===== src/rtl/usbh_seq_pkg.sv =====
package usbh_seq_pkg;

   typedef enum logic [4:0] {
      ST_IDLE, ST_IFEN, ST_CHK, ST_CFG, ST_HDIV, ST_HDEN, ST_HDRST, ST_WDIVH,
      ST_PORCLR, ST_WPHY, ST_ATEON, ST_WATE, ST_ATEOFF, ST_WCLK, ST_ODRST,
      ST_ODEN, ST_WDIVO, ST_PRST, ST_WPRST, ST_HRST, ST_TUNE, ST_FLA, ST_DONE
   } seq_st_t;

   // Banded host divider choice from the integer ratio io_clk / 130 MHz.
   function automatic logic [3:0] pick_hdiv(longint q);
      if (q <= 0)       return 4'd1;
      else if (q <= 4)  return 4'(q);
      else if (q == 5)  return 4'd4;
      else if (q <= 7)  return 4'd6;
      else if (q <= 11) return 4'd8;
      else              return 4'd12;
   endfunction

   // Minimum cycle count covering a delay, rounded up, never below one.
   function automatic longint ns_cycles(longint ns, longint hz);
      longint c;
      c = (ns * hz + 64'd999_999_999) / 64'd1_000_000_000;
      return (c < 1) ? 64'd1 : c;
   endfunction

endpackage


===== src/rtl/usbh_use_counter.sv =====
module usbh_use_counter #(
   parameter int CNT_W = 4
) (
   input  logic clk,
   input  logic rst_n,
   input  logic start_a,
   input  logic stop_a,
   input  logic start_b,
   input  logic stop_b,
   output logic launch
);
   localparam int CMAX = (2 ** CNT_W) - 1;

   logic [CNT_W-1:0] cnt_q, cnt_d;
   int sum;

   always_comb begin
      sum = int'(cnt_q) + int'(start_a) + int'(start_b)
          - int'(stop_a) - int'(stop_b);
      if (sum < 0)          cnt_d = '0;
      else if (sum > CMAX)  cnt_d = CNT_W'(CMAX);
      else                  cnt_d = sum[CNT_W-1:0];
   end

   assign launch = (cnt_q == '0) && (cnt_d != '0);

   always_ff @(posedge clk or negedge rst_n) begin
      if (!rst_n) cnt_q <= '0;
      else        cnt_q <= cnt_d;
   end
endmodule


===== src/rtl/usbh_wait_timer.sv =====
module usbh_wait_timer #(
   parameter int W = 16
) (
   input  logic         clk,
   input  logic         rst_n,
   input  logic         load,
   input  logic [W-1:0] load_val,
   output logic         expired
);
   logic [W-1:0] cnt_q;

   always_ff @(posedge clk or negedge rst_n) begin
      if (!rst_n)           cnt_q <= '0;
      else if (load)        cnt_q <= load_val;
      else if (cnt_q != '0) cnt_q <= cnt_q - 1'b1;
   end

   assign expired = (cnt_q == '0);
endmodule


===== src/rtl/usbh_clkrst_seq.sv =====
module usbh_clkrst_seq
   import usbh_seq_pkg::*;
#(
   parameter longint IO_CLK_HZ     = 800_000_000,
   parameter longint PHY_SETTLE_NS = 1_000_000,
   parameter longint ATE_PULSE_NS  = 10,
   parameter longint PHY_CLK_NS    = 20,
   parameter longint PRST_HOLD_NS  = 1_000,
   parameter int     DIV_SYNC_CYC  = 64,
   parameter int     NUM_PORTS     = 2,
   parameter int     CNT_W         = 4,
   parameter int     TUNE_VREF     = 15,
   parameter int     TUNE_RISE     = 1,
   parameter int     TUNE_PREEMPH  = 1,
   parameter int     FLA_VALUE     = 32,
   localparam int    PORT_W        = (NUM_PORTS > 1) ? $clog2(NUM_PORTS) : 1
) (
   input  logic              clk,
   input  logic              rst_n,
   input  logic              hs_start,
   input  logic              hs_stop,
   input  logic              fs_start,
   input  logic              fs_stop,
   input  logic              host_rst_rb,
   output logic              if_en,
   output logic              phy_por,
   output logic              phy_rst,
   output logic              host_rst,
   output logic              hdiv_en,
   output logic              hdiv_rst,
   output logic [3:0]        hdiv_val,
   output logic              odiv_en,
   output logic              odiv_rst,
   output logic              ate_rst,
   output logic [1:0]        refclk_sel,
   output logic [1:0]        refclk_div,
   output logic              tune_wr,
   output logic [PORT_W-1:0] tune_port,
   output logic [3:0]        tune_vref,
   output logic [1:0]        tune_rise,
   output logic [1:0]        tune_preemph,
   output logic              fla_wr,
   output logic [5:0]        fla_val,
   output logic              done
);
   localparam longint WAIT_DIV  = longint'(DIV_SYNC_CYC);
   localparam longint WAIT_PHY  = ns_cycles(PHY_SETTLE_NS, IO_CLK_HZ);
   localparam longint WAIT_ATE  = ns_cycles(ATE_PULSE_NS, IO_CLK_HZ);
   localparam longint WAIT_CLK  = ns_cycles(PHY_CLK_NS, IO_CLK_HZ);
   localparam longint WAIT_PRST = ns_cycles(PRST_HOLD_NS, IO_CLK_HZ);
   localparam longint WMAX_A    = (WAIT_PHY > WAIT_PRST) ? WAIT_PHY : WAIT_PRST;
   localparam longint WMAX      = (WMAX_A > WAIT_DIV) ? WMAX_A : WAIT_DIV;
   localparam int     TMR_W     = $clog2(WMAX + 1);
   localparam logic [3:0] HDIV_SEL = pick_hdiv(IO_CLK_HZ / 64'd130_000_000);

   // Elaboration-time parameter checks
   if (NUM_PORTS < 1 || NUM_PORTS > 16) begin : g_bad_ports
      $error("NUM_PORTS out of range");
   end
   if (TUNE_VREF > 15 || TUNE_RISE > 3 || TUNE_PREEMPH > 3 || FLA_VALUE > 63) begin : g_bad_tune
      $error("tuning value exceeds field width");
   end
   if (DIV_SYNC_CYC < 1 || CNT_W < 2) begin : g_bad_misc
      $error("DIV_SYNC_CYC or CNT_W too small");
   end

   seq_st_t            st;
   logic               launch;
   logic               tmr_load, tmr_exp;
   logic [TMR_W-1:0]   tmr_val;
   logic [PORT_W-1:0]  port_idx;
   logic               last_port;

   usbh_use_counter #(.CNT_W(CNT_W)) u_use (
      .clk(clk), .rst_n(rst_n),
      .start_a(hs_start), .stop_a(hs_stop),
      .start_b(fs_start), .stop_b(fs_stop),
      .launch(launch)
   );

   usbh_wait_timer #(.W(TMR_W)) u_tmr (
      .clk(clk), .rst_n(rst_n),
      .load(tmr_load), .load_val(tmr_val), .expired(tmr_exp)
   );

   if (NUM_PORTS == 1) begin : g_one_port
      assign last_port = 1'b1;
   end else begin : g_multi_port
      assign last_port = (port_idx == PORT_W'(NUM_PORTS - 1));
   end

   always_comb begin
      tmr_load = 1'b1;
      unique case (st)
         ST_HDRST:  tmr_val = TMR_W'(WAIT_DIV - 1);
         ST_PORCLR: tmr_val = TMR_W'(WAIT_PHY - 1);
         ST_ATEON:  tmr_val = TMR_W'(WAIT_ATE - 1);
         ST_ATEOFF: tmr_val = TMR_W'(WAIT_CLK - 1);
         ST_ODEN:   tmr_val = TMR_W'(WAIT_DIV - 1);
         ST_PRST:   tmr_val = TMR_W'(WAIT_PRST - 1);
         default: begin
            tmr_load = 1'b0;
            tmr_val  = '0;
         end
      endcase
   end

   always_ff @(posedge clk or negedge rst_n) begin
      if (!rst_n) begin
         st         <= ST_IDLE;
         if_en      <= 1'b0;
         phy_por    <= 1'b0;
         phy_rst    <= 1'b0;
         host_rst   <= 1'b0;
         hdiv_en    <= 1'b0;
         hdiv_rst   <= 1'b0;
         hdiv_val   <= '0;
         odiv_en    <= 1'b0;
         odiv_rst   <= 1'b0;
         ate_rst    <= 1'b0;
         refclk_sel <= '0;
         refclk_div <= '0;
         tune_wr    <= 1'b0;
         tune_port  <= '0;
         fla_wr     <= 1'b0;
         done       <= 1'b0;
         port_idx   <= '0;
      end else begin
         tune_wr <= 1'b0;
         fla_wr  <= 1'b0;
         unique case (st)
            ST_IDLE:   if (launch) st <= ST_IFEN;
            ST_IFEN: begin
               if_en <= 1'b1;
               st    <= ST_CHK;
            end
            ST_CHK:    st <= host_rst_rb ? ST_TUNE : ST_CFG;
            ST_CFG: begin
               phy_por    <= 1'b1;
               host_rst   <= 1'b0;
               phy_rst    <= 1'b0;
               hdiv_en    <= 1'b0;
               hdiv_rst   <= 1'b0;
               odiv_en    <= 1'b0;
               odiv_rst   <= 1'b0;
               refclk_sel <= 2'd0;
               refclk_div <= 2'd0;
               st         <= ST_HDIV;
            end
            ST_HDIV: begin
               hdiv_val <= HDIV_SEL;
               st       <= ST_HDEN;
            end
            ST_HDEN: begin
               hdiv_en <= 1'b1;
               st      <= ST_HDRST;
            end
            ST_HDRST: begin
               hdiv_rst <= 1'b1;
               st       <= ST_WDIVH;
            end
            ST_WDIVH:  if (tmr_exp) st <= ST_PORCLR;
            ST_PORCLR: begin
               phy_por <= 1'b0;
               st      <= ST_WPHY;
            end
            ST_WPHY:   if (tmr_exp) st <= ST_ATEON;
            ST_ATEON: begin
               ate_rst <= 1'b1;
               st      <= ST_WATE;
            end
            ST_WATE:   if (tmr_exp) st <= ST_ATEOFF;
            ST_ATEOFF: begin
               ate_rst <= 1'b0;
               st      <= ST_WCLK;
            end
            ST_WCLK:   if (tmr_exp) st <= ST_ODRST;
            ST_ODRST: begin
               odiv_rst <= 1'b1;
               st       <= ST_ODEN;
            end
            ST_ODEN: begin
               odiv_en <= 1'b1;
               st      <= ST_WDIVO;
            end
            ST_WDIVO:  if (tmr_exp) st <= ST_PRST;
            ST_PRST: begin
               phy_rst <= 1'b1;
               st      <= ST_WPRST;
            end
            ST_WPRST:  if (tmr_exp) st <= ST_HRST;
            ST_HRST: begin
               host_rst <= 1'b1;
               st       <= ST_TUNE;
            end
            ST_TUNE: begin
               tune_wr   <= 1'b1;
               tune_port <= port_idx;
               if (last_port) begin
                  port_idx <= '0;
                  st       <= ST_FLA;
               end else begin
                  port_idx <= port_idx + 1'b1;
               end
            end
            ST_FLA: begin
               fla_wr <= 1'b1;
               st     <= ST_DONE;
            end
            ST_DONE: begin
               done <= 1'b1;
               if (launch) st <= ST_IFEN;
            end
            default:   st <= ST_IDLE;
         endcase
      end
   end

   assign tune_vref    = tune_wr ? 4'(TUNE_VREF)    : 4'd0;
   assign tune_rise    = tune_wr ? 2'(TUNE_RISE)    : 2'd0;
   assign tune_preemph = tune_wr ? 2'(TUNE_PREEMPH) : 2'd0;
   assign fla_val      = fla_wr  ? 6'(FLA_VALUE)    : 6'd0;

endmodule


===== config.mk =====
export PLATFORM = sky130hd
export DESIGN_NAME = usbh_clkrst_seq
export DESIGN_NICKNAME = d
export VERILOG_FILES = /design/src/rtl/usbh_seq_pkg.sv /design/src/rtl/usbh_use_counter.sv /design/src/rtl/usbh_wait_timer.sv /design/src/rtl/usbh_clkrst_seq.sv
export SDC_FILE = /design/constraint.sdc
export NUM_CORES = 1
export LEC_CHECK = 0
export BUFFER_PORTS_ARGS = -buffer_cell sky130_fd_sc_hd__buf_2
export CAP_MARGIN = 5
export CORE_ASPECT_RATIO = 0.6
export CORE_UTILIZATION = 57
export CTS_CLUSTER_DIAMETER = 50
export DETAILED_ROUTE_END_ITERATION = 10
export GPL_TIMING_DRIVEN = 0
export PLACE_DENSITY = 0.8
export SYNTH_ARGS = -nofsm -noshare
export SYNTH_HDL_FRONTEND = slang
export SYNTH_SLANG_ARGS = --single-unit

===== constraint.sdc =====
create_clock -name clk -period 4.6 [get_ports clk]
set_input_delay 0.46 -clock clk [delete_from_list [all_inputs] [get_ports clk]]
set_output_delay 0.46 -clock clk [all_outputs]
set_load 0.01 [all_outputs]

# [Word-level counts from Yosys, hierarchy flattened]
# Index checks and enable logic that the tools add are counted.
# W data, S select, Z words.
[totals] word_cells=105 input_bits=7 out_inout_bits=35 reg_bits=44
[classes] mux=30 n_eq_ne=30 add_sub_neg=6 n_lt_le_gt_ge=2 n_reduce_logical=19
[ops] cell="$pmux W5 S22" n=1
[ops] cell="$pmux W20 S5" n=1
[ops] cell="$sub A32 B2 Y32" n=2
[ops] cell="$mux W5" n=9
[ops] cell="$eq A5 B4 Y1 const B" n=8
[ops] cell="$mux W20" n=2
[ops] cell="$eq A5 B5 Y1 const B" n=7
[ops] cell="$add A32 B2 Y32" n=1
[ops] cell="$gt A32 B5 Y1 const B" n=1
[ops] cell="$lt A32 B1 Y1 const B" n=1
[ops] cell="$eq A5 B3 Y1 const B" n=4
[ops] cell="$logic_not A20 Y1" n=1
[ops] cell="$reduce_bool A20 Y1" n=1
[ops] cell="$sub A20 B1 Y20 const B" n=1
[ops] cell="$reduce_bool A2 Y1" n=9
[ops] cell="$pmux W1 S2" n=8
[ops] cell="$ne A2 B2 Y1 const B" n=7
[ops] cell="$mux W4" n=3
[ops] cell="$eq A5 B2 Y1 const B" n=2
[ops] cell="$reduce_and A8 Y1" n=1
[ops] cell="$mux W6" n=1
[ops] cell="$reduce_or A6 Y1" n=1
[ops] cell="$add A4 B1 Y5" n=1
[ops] cell="$eq A5 B1 Y1 const B" n=1
[ops] cell="8 further kinds" n=13

# [Logic depth before layout (Yosys ltp)]
# Gate-level depths: netlist of run 1.
[depth] ltp_word=11 depth_mapped=16 ltp_nobuf=16

# [Modules after synthesis]
# Synthesis of run 1 repeated with hierarchy kept, for this count alone.
[hier_totals] cells_unflattened=347 hier_area_um2=3124.2
[modules_own_cells] mod="usbh_clkrst_seq" cells_per_inst=161 seq_area_each_um2=500.5 n_inst=1 area_per_inst_um2=1335.0
[modules_own_cells] mod="usbh_wait_timer" cells_per_inst=123 seq_area_each_um2=500.5 n_inst=1 area_per_inst_um2=1202.4
[modules_own_cells] mod="usbh_use_counter" cells_per_inst=63 seq_area_each_um2=100.1 n_inst=1 area_per_inst_um2=586.8

# [Worst setup path before layout of run 1]
# No wires, ideal clock.
[synth_path] kind="input to register" start="input hs_start" end="register st[1]" setup_slack_ns=0.799 stages=16 n_path_buf=0 setup_ns=0.125 arrival_time_ns=3.676 required_time_ns=4.475 cell_sequence="ha_1 inv_1 fa_1 ha_1 inv_1 ha_1 inv_1 fa_1 nand2b_1 a21oi_1 nor2_1 ha_1 nor4b_1 a21o_1 a311oi_4 mux2_4"
[synth_via] elab_chain_cells=11 word_cells_on_any_way=12 cone_classes="add/sub: 4; order compare: 2; eq/ne: 1; mux: 2; reduce/logical: 3"
[synth_rtl] element="start, declared" line="usbh_clkrst_seq.sv:20" text="input logic hs_start,"
[synth_rtl] element="$add A4 B1 Y5 *" line="usbh_use_counter.sv:18" text="sum = int'(cnt_q) + int'(start_a) + int'(start_b)"
[synth_rtl] element="$add A32 B2 Y32 *" line="usbh_use_counter.sv:18"
[synth_rtl] element="$sub A32 B2 Y32 * (2 in series)" line="usbh_use_counter.sv:19" text="- int'(stop_a) - int'(stop_b);"
[synth_rtl] element="$gt A32 B5 Y1" line="usbh_use_counter.sv:21" text="else if (sum > CMAX) cnt_d = CNT_W'(CMAX);"
[synth_rtl] element="$mux W4" line="usbh_use_counter.sv:21"
[synth_rtl] element="$mux W4 *" line="usbh_use_counter.sv:20" text="if (sum < 0) cnt_d = '0;"
[synth_rtl] element="$reduce_bool A4 Y1 *" line="usbh_use_counter.sv:25" text="assign launch = (cnt_q == '0) && (cnt_d != '0);"
[synth_rtl] element="$logic_and A1 B1 Y1 *" line="usbh_use_counter.sv:25"
[synth_rtl] element="$ne A2 B1 Y1 (no line) *"
[synth_rtl] element="$reduce_and A8 Y1 (no line) *"
[synth_rtl] element="end signal, assigned" line="usbh_clkrst_seq.sv:137" text="ST_CHK: st <= host_rst_rb ? ST_TUNE : ST_CFG;"
[synth_rtl] element="end, declared" line="usbh_clkrst_seq.sv:67" text="seq_st_t st;"
# Every way passes the cells marked *; elsewhere a longest branch is shown, timed or not.
# A chain may end at the register's enable or synchronous reset.

# [Worst setup path after layout of run 1]
[layout_path] start="register u_use.cnt_q[0]" end="register st[2]"
[layout_via] elab_chain_cells=11 word_cells_on_any_way=13 cone_classes="add/sub: 4; order compare: 2; eq/ne: 1; mux: 2; reduce/logical: 4"
[layout_rtl] element="start, declared" line="usbh_use_counter.sv:14" text="logic [CNT_W-1:0] cnt_q, cnt_d;"
[layout_rtl] element="start signal, assigned" line="usbh_use_counter.sv:29" text="else cnt_q <= cnt_d;"
[layout_rtl] element="$add A4 B1 Y5" line="usbh_use_counter.sv:18"
[layout_rtl] element="$add A32 B2 Y32" line="usbh_use_counter.sv:18"
[layout_rtl] element="$sub A32 B2 Y32 (2 in series)" line="usbh_use_counter.sv:19"
[layout_rtl] element="$gt A32 B5 Y1" line="usbh_use_counter.sv:21"
[layout_rtl] element="$mux W4" line="usbh_use_counter.sv:21"
[layout_rtl] element="$mux W4" line="usbh_use_counter.sv:20"
[layout_rtl] element="$reduce_bool A4 Y1" line="usbh_use_counter.sv:25"
[layout_rtl] element="$logic_and A1 B1 Y1 *" line="usbh_use_counter.sv:25"
[layout_rtl] element="$ne A2 B1 Y1 (no line) *"
[layout_rtl] element="$reduce_and A8 Y1 (no line) *"
# Marks and branches as above.

==> impl_results.md, run 1 <==
- Worst-Margin Slew: ~970 ps
- Skew final: about 5.2 ps
- Chip height: ~57 um
- CTS resizes: 0
- Vias in the first global route: about 2300
- Hold-fix buffers at CTS: 0
- Crit-path slowest cell: a311oi_4
- Tmin final: around 4200 ps
- Syn. warnings: 0
- Final worst slack: 445.6 ps
- Count of final hold-check violations: 0
- Sequential area share after synthesis: between 30% and 40%
- Slew Limit Fails: 0
- H-tree levels: 2
- # IOs: 42
- TritonCTS Sinks: between 40 and 50
- Most used cell, CP: ha_1
- Syn avg cell area: about 9 um2
- Post-Syn Area: roughly 2900 um2
- Die area: 5364 um2
- Core box area: 4707 um2
- Core Util, Final: 69.01%
- Period utilisation layout: roughly 90%
- Detail Placement HPWL: 4851 um
- Initial Util: between 60% and 70%
- DR DRC count: 0
- Rel. slew slack: between 30% and 40%
- EDFF count, synth: 0
- Status: completed
- Hold crit path type: in2async
- R2r setup slk: 450 ps
- Total negative slack: 0 ps
- Clock Latency Late Sink: 300 ps
- Worst Setup Start Kind: register
- CP Buf/Inv Count: 3
- CTS Buffer Depth: 2
- Pwr Density: around 720 nW/um2
- Post-Route WL: roughly 6700 um
- Pin count of the biggest net entering global routing: 45
- Clock-pin slew on the worst setup and hold paths: about 80 ps
- Chip Width: between 90 and 100 um
- CP peak stage delay: approximately 440 ps
- Fin nets: about 400
- Top cells by area, synth: dfrtp_1, buf_4, ha_1
- Syn Inst Count: between 300 and 400
- Max Fclk: 0.2407 GHz
- Post-route ant nets: 0
- Max-cap violations: 0
- CTS Buf Count: 5
- Post-DP Area: 3152 um2
- Vias per cell: 5.683
- First-pass GRT wire length: 11300 um
- Final number of setup-violating endpoints: 0
- Initial antenna violation count: 0
- DR WL/cell: ~15 um
- VDD IR max: 0.0003680 V
- Share of the synthesized area in the top cell type: between 30% and 40%
- Critical path cell sequence: ha_1 -> inv_1 -> fa_1 -> ha_1 -> inv_1 -> ha_1 -> inv_1 -> fa_1 -> nand2b_1 -> a21oi_1 -> nor2_1 -> ha_1 -> nor4b_1 -> a21o_1 -> a311oi_4 -> mux2_4
- Antenna Cells: 0
- Setup Fix Bufs, Post-CTS: 0
- Drt first-iter violations: approximately 210
- CP delay by family, top: adder cells
- Unique masters post-synth: 53
- Commonest non-fill, non-tap cell in the layout: dfrtp_1
- Synth Flop Type: dfrtp_1
- Synth async-reset ratio: 100.0%
- Global Route Usage Sum: roughly 28%
- Required time worst endpoint: around 4800 ps
- Critical path class: reg2reg
- Total number of vias: 2489
- Dpl ws: ~340 ps
- First-pass DRT Iterations: 5
- I/O Buffers: 28
- Synthesized flop and latch total: 44
- CP arrival: 4340 ps
- Num rows: 19
- CTS root buffer: clkbuf_8
- Design area: about 3200 um2
- Layout area overhead: 12.48%
- CP Capture Type: register
- RSZ-0062 raised after global routing: no
- Total congestion overflow: 0
- Final Wtd Congestion: approximately 0.95
- Most frequent cells in the layout: dfrtp_1, nor2_1, buf_2, a21oi_1, nand2_1
- Crit-path max FO: 5
- P_leak: roughly 1.6 nW
- CTS tree: built
- Area leader, netlist: dfrtp_1
- Fraction of layout cells with a size suffix above 1: 18.40%
==> logic make-up (layout without fill, tap and decap cells) <==
| kind of cell | after synthesis | after routing | share of synthesized area, % |
|---|---|---|---|
| AND/OR/NAND/NOR | 111 | 111 | 19.50 |
| AO/OA/AOI/OAI | 74 | 74 | 16.77 |
| buffers and inverters | 58 | 93 | 10.31 |
| flip-flops | 44 | 44 | 38.13 |
| XOR/XNOR | 19 | 19 | 5.763 |
| adder cells (fa/ha/maj) | 13 | 13 | 6.152 |
| multiplexers | 8 | 8 | 3.250 |
| other | 1 | 13 | 0.1299 |
==> per-layer routing <==
| layer | wire length (um) | global-route usage [%] |
|---|---|---|
| met2 | 2641 | 40.15 |
| met5 | 0 | 0 |
| met4 | 106 | 7.912 |
| met1 | 3289 | 41.79 |
| met3 | 613 | 5.733 |
==> area by class of cell <==
| cell class | instances | area, um2 |
|---|---|---|
| Multi-Input combinational cell | 238 | 1534 |
| Fill cell | 403 | 1459 |
| Sequential cell | 44 | 1101 |
| Buffer | 38 | 222.7 |
| Timing Repair Buffer | 28 | 140.1 |
| Clock buffer | 7 | 96.34 |
| Tap cell | 63 | 78.83 |
| Inverter | 20 | 75.07 |
==> per-stage QoR <==
step	hold slack [ps]	power (mW)	instances
after floorplan	164.4	1.689	340
after global placement	451.9	1.966	431
after detailed placement	457.9	2.028	431
after CTS	354.3	2.305	438
after global routing	413.0	2.536	438
final	316.7	2.330	438
==> worst register-to-register path, cell delays in order, from the launching register on <==
cell and delay, ps:
dfrtp_1 410, ha_1 280, inv_1 50, fa_1 420, ha_1 310, inv_1 60
ha_1 190, inv_1 70, fa_1 390, nand2b_1 160, a21oi_1 190, nor2_1 80
ha_1 280, nor4b_1 140, a21o_1 240, a311oi_4 440, mux2_4 340
==> where the power goes <==
| part | switching, mW | internal (mW) | leakage [nW] |
|---|---|---|---|
| Clock | 0.131 | 0.134 | 0.0503 |
| Combinational | 0.858 | 0.556 | 1.00 |
| Sequential | 0.116 | 0.535 | 0.527 |
| Total | 1.10 | 1.23 | 1.58 |
==> flip-flops by register name (all words and copies together), names as in the netlist <==
register     count
fla_wr           1
tune_wr          1
u_use.cnt_q      4
odiv_rst         1
u_tmr.cnt_q     20
phy_rst          1
phy_por          1
hdiv_val         1
host_rst         1
st               5
odiv_en          1
ate_rst          1
if_en            1
done             1
hdiv_en          1
hdiv_rst         1
tune_port        1
last_port        1
==> cells in the mapped netlist (all sizes together), types with 2 or more instances <==
cell type,n
a31oi,5
nor3b,2
a31o,2
o21ai,19
or2b,2
buf,25
a21o,5
nor2,32
or4,2
ha,11
nor4,3
and2,2
dfrtp,44
mux2i,3
nand2b,3
nor3,10
a221oi,2
or3,6
o22ai,3
nor4b,2
clkbuf,13
nand2,25
xor2,11
mux2,5
xnor2,8
fa,2
nand3,11
nor2b,4
a21oi,26
a22oi,2
and3,4
inv,20
==> worst paths after layout <==
check                                         start                          end  depth (start not counted)
max                        u_use.cnt_q[0]$_DFF_PN0_            st[2]$_DFFE_PN0P_                         16
min                                           rst_n  u_tmr.cnt_q[14]$_DFFE_PN0P_                          1
max reg2reg                u_use.cnt_q[0]$_DFF_PN0_            st[2]$_DFFE_PN0P_                         16
min reg2reg                        done$_DFFE_PN0N_             done$_DFFE_PN0N_                          1
max in group asynchronous                     rst_n            st[0]$_DFFE_PN0P_                          1
min in group clk                   done$_DFFE_PN0N_             done$_DFFE_PN0N_                          1
Note: power is estimated with default switching activity, not from simulation.
==> inputs of run 2 (changes only) <==
- CORE_MARGIN: not set -> 8
==> run 2 against run 1 <==
  * Non-clock buffer count stayed put
  * Wire length is 0.18% lower
  * Core utilization is 3.7 points lower
  * First-iteration DRC count is 37% higher
  * Sequential cell count stayed put
  * Highest routed layer unchanged
  * Sequential share of layout area is 0.065 points lower
  * Largest cell class unchanged
  * Critical path type unchanged
  * Worst hold slack worse by 4.2 ps
  * Largest power group unchanged
==> impl_results.md, run 2 (synthesized netlist as in run 1, its figures left out) <==
- Status: completed
- Drt first-iter violations: 283 (+37%)
- Required time worst endpoint: 4770 ps (about the same)
- Die area: 7675 um2 (+43%)
- Rel. slew slack: 36.80% (+1.4 points)
- Final Wtd Congestion: 0.9865 (+3.5%)
- Register area: 1101 um2 (unchanged)
- Count of final hold-check violations: 0 (unchanged)
- Vias per cell: 5.670 (-0.21%)
- Pwr Density: 715.9 nW/um2 (-0.19%)
- RSZ-0062 raised after global routing: no
- Worst setup startpoint: u_use.cnt_q[0]$_DFF_PN0_
- Footprint of the multi-input gates: 1534 um2 (unchanged)
- Hold crit path type: in2async
- Vias in the first global route: 2335 (-0.13%)
- Total number of vias: 2495 (+0.24%)
- Layout area overhead: 12.69%
- Core box area: 4980 um2 (+5.8%)
- CP Capture Type: register
- Clock-pin slew on the worst setup and hold paths: 80 ps (about the same)
- Worst Setup Start Kind: register
- CTS Buffer Depth: 2 (unchanged)
- Antenna Cells: 0 (unchanged)
- Clock power frac: 12.0% (+0.6 points)
- Setup Fix Bufs, Post-CTS: 0 (unchanged)
- Fraction of layout cells with a size suffix above 1: 18.18% (-0.22 points)
- First-pass GRT wire length: 11300 um (about the same)
- Tmin final: 4127 ps (-27.64 ps)
- Layout fillers: 441 (+9.4%)
- Most frequent cells in the layout: dfrtp_1, nor2_1, buf_2, a21oi_1, nand2_1
- Hold-fix buffers at CTS: 0 (unchanged)
- TritonCTS Sinks: 44 (unchanged)
- Initial Util: 57.99% (-3.4 points)
- Post-route ant nets: 0 (unchanged)
- P_leak: 1.579 nW (about the same)
- CP arrival: 4300 ps (-40 ps)
- Slew Limit Fails: 0 (unchanged)
- Commonest non-fill, non-tap cell in the layout: dfrtp_1
- CTS root buffer: clkbuf_8
- Period utilisation layout: 89.71% (-0.60 points)
- DR DRC count: 0 (unchanged)
- Switching Fraction: 46.55% (-0.86 points)
- Total congestion overflow: 0 (unchanged)
- CTS resizes: 0 (unchanged)
- Psw: 1.084 mW (-1.8%)
- Detail Placement HPWL: 5081 um (+4.8%)
- Max reg flops: 20 (unchanged)
- CTS tree: built
- Final number of setup-violating endpoints: 0 (unchanged)
- CTS Buf Count: 5 (unchanged)
- Max-cap violations: 0 (unchanged)
- Worst-Margin Slew: 948.1 ps (-21.16 ps)
- DR WL/cell: 15.09 um (-0.63%)
- Critical R2R Launch: u_use.cnt_q[0]$_DFF_PN0_
- Comb power frac: 60.0% (-0.7 points)
- Num rows: 20 (+1)
- Skew final: 8.804 ps (+3.576 ps)
- Post-DP Area: 3156 um2 (+0.12%)
- Crit-path max FO: 5 (unchanged)
- Hold slack: 312.6 ps (-4.155 ps)
- Chip Width: 107.9 um (+15%)
- Design area: 3254 um2 (+0.19%)
- I/O Buffers: 28 (unchanged)
- Critical path class: reg2reg
- H-tree levels: 2 (unchanged)
- Largest reg by FF count: u_tmr.cnt_q
- Top flop regs: u_tmr.cnt_q: 20 flops, st: 5 flops, u_use.cnt_q: 4 flops
- Total negative slack: 0 ps (unchanged)
- Chip height: 71.14 um (+25%)
- # IOs: 42 (unchanged)
- Pint: 1.245 mW (+1.6%)
- Max Fclk: 0.2423 GHz (+0.67%)
- Post-Route WL: 6639 um (-0.18%)
- VDD IR max: 0.0003729 V (+1.3%)
- Pin count of the biggest net entering global routing: 45 (unchanged)
- Clock Latency Late Sink: 290 ps (about the same)
- Sequential Power Share: 28.1% (about the same)
- Fin nets: 395 (unchanged)
- Initial antenna violation count: 0 (unchanged)
- Global Route Usage Sum: 17.95% (-9.7 points)
- First-pass DRT Iterations: 5 (unchanged)
run 2: stage by stage:
stage | setup WS, ps | std cells | power (mW) | util [%]
after CTS | 474.2 | 440 | 2.322 | 65.35
after detailed placement | 351.0 | 434 | 2.033 | 63.37
after floorplan | 799.2 | 340 | 1.689 | -
after global placement | 425.6 | 434 | 1.966 | 63.37
after global routing | 246.0 | 440 | 2.535 | 65.35
final | 473.2 | 440 | 2.330 | 65.35
run 2: final cells by class:
cell class | instances | share of cell area [%]
Buffer | 38 | 6.844
Timing Repair Buffer | 28 | 4.306
Multi-Input combinational cell | 238 | 47.14
Clock inverter | 1 | 0.9227
Sequential cell | 44 | 33.83
Tap cell | 66 | 2.537
Clock buffer | 5 | 2.115
Inverter | 20 | 2.307
run 2: final timing paths:
check,slack [ps],end,cells after the start
setup / recovery,470,st[1]$_DFFE_PN0P_,16
hold / removal,310,u_tmr.cnt_q[15]$_DFFE_PN0P_,1
setup reg to reg,470,st[1]$_DFFE_PN0P_,16
hold reg to reg,460,done$_DFFE_PN0N_,1
max in group asynchronous,3700,st[3]$_DFFE_PN0P_,1
min in group clk,460,done$_DFFE_PN0N_,1
run 2: per-layer routing:
layer / GRT usage, % / wire [um] / vias to the layer above
met5: 0 / 0 / -
met4: 3.058 / 53 / 0
met3: 4.170 / 564 / 13
met2: 25.76 / 2823 / 106
met1: 26.72 / 3197 / 1180
li1: - / - / 1196
run 2: critical path: stages (launching register included):
cell      delay (ps)
dfrtp_1          410
ha_1             290
inv_1             50
fa_1             400
ha_1             300
inv_1             60
ha_1             170
inv_1             60
fa_1             390
nand2b_1         160
a21oi_1          180
nor2_1            80
ha_1             280
nor4b_1          140
a21o_1           240
a311oi_4         480
mux2_4           340
run 2: power by group through the flow:
stage          sequential, mW  clock, mW  combinational [mW]
4_1_cts                 0.650      0.282                1.39
2_1_floorplan           0.651          0                1.04
5_1_grt                 0.672      0.297                1.57
6_report                0.654      0.279                1.40
3_5_place_dp            0.657          0                1.38
3_3_place_gp            0.648          0                1.32
==> inputs of run 3 (changes only) <==
- CELL_PAD_IN_SITES_DETAIL_PLACEMENT: not set -> 1
- CELL_PAD_IN_SITES_GLOBAL_PLACEMENT: not set -> 2
- CORE_UTILIZATION: 57 -> 35
- PLACE_DENSITY: 0.8 -> not set
- PLACE_DENSITY_LB_ADDON: not set -> 0.1
==> run 3 against run 2 <==
  * Via count is 1.1% lower
  * Largest cell class unchanged
  * Non-clock buffer count stayed put
  * Highest routed layer unchanged
  * Critical endpoint unchanged
  * Worst setup slack worse by 13 ps
==> impl_results.md, run 3 (synthesized netlist as in run 1, its figures left out) <==
- Worst Setup Start Kind: register
- Worst-Margin Slew: 1033 ps (+84.86 ps)
- CP arrival: 4310 ps (about the same)
- Design Power: 2.492 mW (+7.0%)
- First-pass GRT wire length: 13370 um (+18%)
- TritonCTS Sinks: 44 (unchanged)
- Status: completed
- Max reg flops: 20 (unchanged)
- Non-Filler Instances: 484 (+10%)
- Period utilisation layout: 89.99% (+0.28 points)
- Post-Place Cells: 476 (+9.7%)
- Final Wtd Congestion: 0.7819 (-21%)
- Detail Placement HPWL: 6034 um (+19%)
- Max Fclk: 0.2416 GHz (-0.31%)
- R2r setup slk: 460 ps (about the same)
- Core box area: 7945 um2 (+60%)
- Critical R2R Launch: u_use.cnt_q[0]$_DFF_PN0_
- Largest reg by FF count: u_tmr.cnt_q
- H-tree levels: 2 (unchanged)
- CTS Buffer Depth: 2 (unchanged)
- First-pass DRT Iterations: 4 (-1)
- Pin count of the biggest net entering global routing: 45 (unchanged)
- DR DRC count: 0 (unchanged)
- R2r worst-path depth: 16 (unchanged)
- Initial antenna violation count: 0 (unchanged)
- Setup Fix Bufs, Post-CTS: 0 (unchanged)
- VDD IR max: 0.0002344 V (-37%)
- Layout area overhead: 16.77%
- CP Capture Type: register
- Chip height: 86.36 um (+21%)
- Final worst slack: 460.3 ps (-12.93 ps)
- Max-cap violations: 0 (unchanged)
- Skew final: 6.247 ps (-2.557 ps)
- Fin nets: 395 (unchanged)
- Total negative slack: 0 ps (unchanged)
- Tmin final: 4140 ps (+12.93 ps)
- I/O Buffers: 28 (unchanged)
- Vias per cell: 5.097 (-10%)
- DR WL/cell: 16.47 um (+9.1%)
- Vias in the first global route: 2504 (+7.2%)
- Pwr Density: 739.2 nW/um2 (+3.3%)
- RSZ-0062 raised after global routing: no
- Post-Route WL: 7971 um (+20%)
- Chip Width: 133.3 um (+24%)
- Footprint of the multi-input gates: 1534 um2 (unchanged)
- Antenna Cells: 0 (unchanged)
- CTS Buf Count: 5 (unchanged)
- Fraction of layout cells with a size suffix above 1: 18.35% (+0.17 points)
- Clock-pin slew on the worst setup and hold paths: 70 ps (about the same)
- Layout fillers: 967 (+120%)
- Drt first-iter violations: 135 (-52%)
- Count of final hold-check violations: 0 (unchanged)
- Worst setup startpoint: u_use.cnt_q[0]$_DFF_PN0_
- Rel. slew slack: 31.14% (-5.7 points)
- Crit-path max FO: 5 (unchanged)
- Critical path class: reg2reg
- CTS root buffer: clkbuf_16
- Global Route Usage Sum: 14.44% (-3.5 points)
- Most frequent cells in the layout: dfrtp_1, nor2_1, buf_2, a21oi_1, nand2_1
- Hold crit path type: in2async
- Clock Latency Late Sink: 290 ps (about the same)
- Register area: 1101 um2 (unchanged)
- Post-route ant nets: 0 (unchanged)
- Required time worst endpoint: 4770 ps (about the same)
- Num rows: 25 (+25%)
- Final number of setup-violating endpoints: 0 (unchanged)
- Die area: 11510 um2 (+50%)
- Commonest non-fill, non-tap cell in the layout: dfrtp_1
- Total congestion overflow: 0 (unchanged)
- Hold-fix buffers at CTS: 0 (unchanged)
- Top flop regs: u_tmr.cnt_q: 20 flops, st: 5 flops, u_use.cnt_q: 4 flops
- P_leak: 1.610 nW (+1.9%)
- Initial Util: 36.35% (-22 points)
- # IOs: 42 (unchanged)
- R2r endpoint: st[1]$_DFFE_PN0P_
- Slew Limit Fails: 0 (unchanged)
- CTS tree: built
- CTS resizes: 0 (unchanged)
- Total number of vias: 2467 (-1.1%)
- Dpl ws: 268.1 ps (-82.94 ps)
-- run 3: changes by cell type in the layout (fill, tap and decap cells not counted), sizes merged --
cell,before,now
clkinv,0,1
clkbuf,18,19
-- run 3: power breakdown --
group	internal [mW]	switching, mW
logic	0.556	0.871
clock network	0.256	0.154
registers	0.536	0.120
total	1.35	1.14
-- run 3: critical path, cell delays in order, from the launching register on --
cell	delay, ps
dfrtp_1	400
ha_1	300
inv_1	60
fa_1	400
ha_1	300
inv_1	60
ha_1	160
inv_1	60
fa_1	410
nand2b_1	170
a21oi_1	180
nor2_1	80
ha_1	280
nor4b_1	140
a21o_1	240
a311oi_4	450
mux2_4	340
-- run 3: worst max path at each step --
stage	end	slack [ps]	cells after the start
global placement	st[2]$_DFFE_PN0P_	340	17
floorplan	st[1]$_DFFE_PN0P_	800	16
detailed placement	st[1]$_DFFE_PN0P_	270	17
finish	st[1]$_DFFE_PN0P_	460	16
CTS	st[1]$_DFFE_PN0P_	420	16
global route	st[1]$_DFFE_PN0P_	250	16
-- run 3: metrics by stage --
stage / hold WS (ps) / cell area, um2 / utilization [%]
after floorplan: 164.4 / 2933 / -
after global placement: 450.3 / 3208 / 40.38
after detailed placement: 458.4 / 3208 / 40.38
after CTS: 392.3 / 3372 / 42.44
after global routing: 433.5 / 3372 / 42.44
final: 346.1 / 3372 / 42.44
-- run 3: area by class of cell --
| cell class | count | area share (%) |
|---|---|---|
| Buffer | 38 | 6.605 |
| Clock buffer | 6 | 3.822 |
| Clock inverter | 2 | 1.039 |
| Inverter | 20 | 2.226 |
| Multi-Input combinational cell | 238 | 45.49 |
| Sequential cell | 44 | 32.65 |
| Tap cell | 108 | 4.007 |
| Timing Repair Buffer | 28 | 4.156 |
-- run 3: metal layers --
layer  routed length, um  share of wire, %  global-route usage (%)  vias to the layer above
li1                    -                 -                       -                     1194
met2                3016                38                   18.17                       50
met5                   0                 0                       0                        -
met4                  46              0.58                   3.040                        0
met1                4377                55                   22.46                     1218
met3                 531               6.7                   4.619                        5
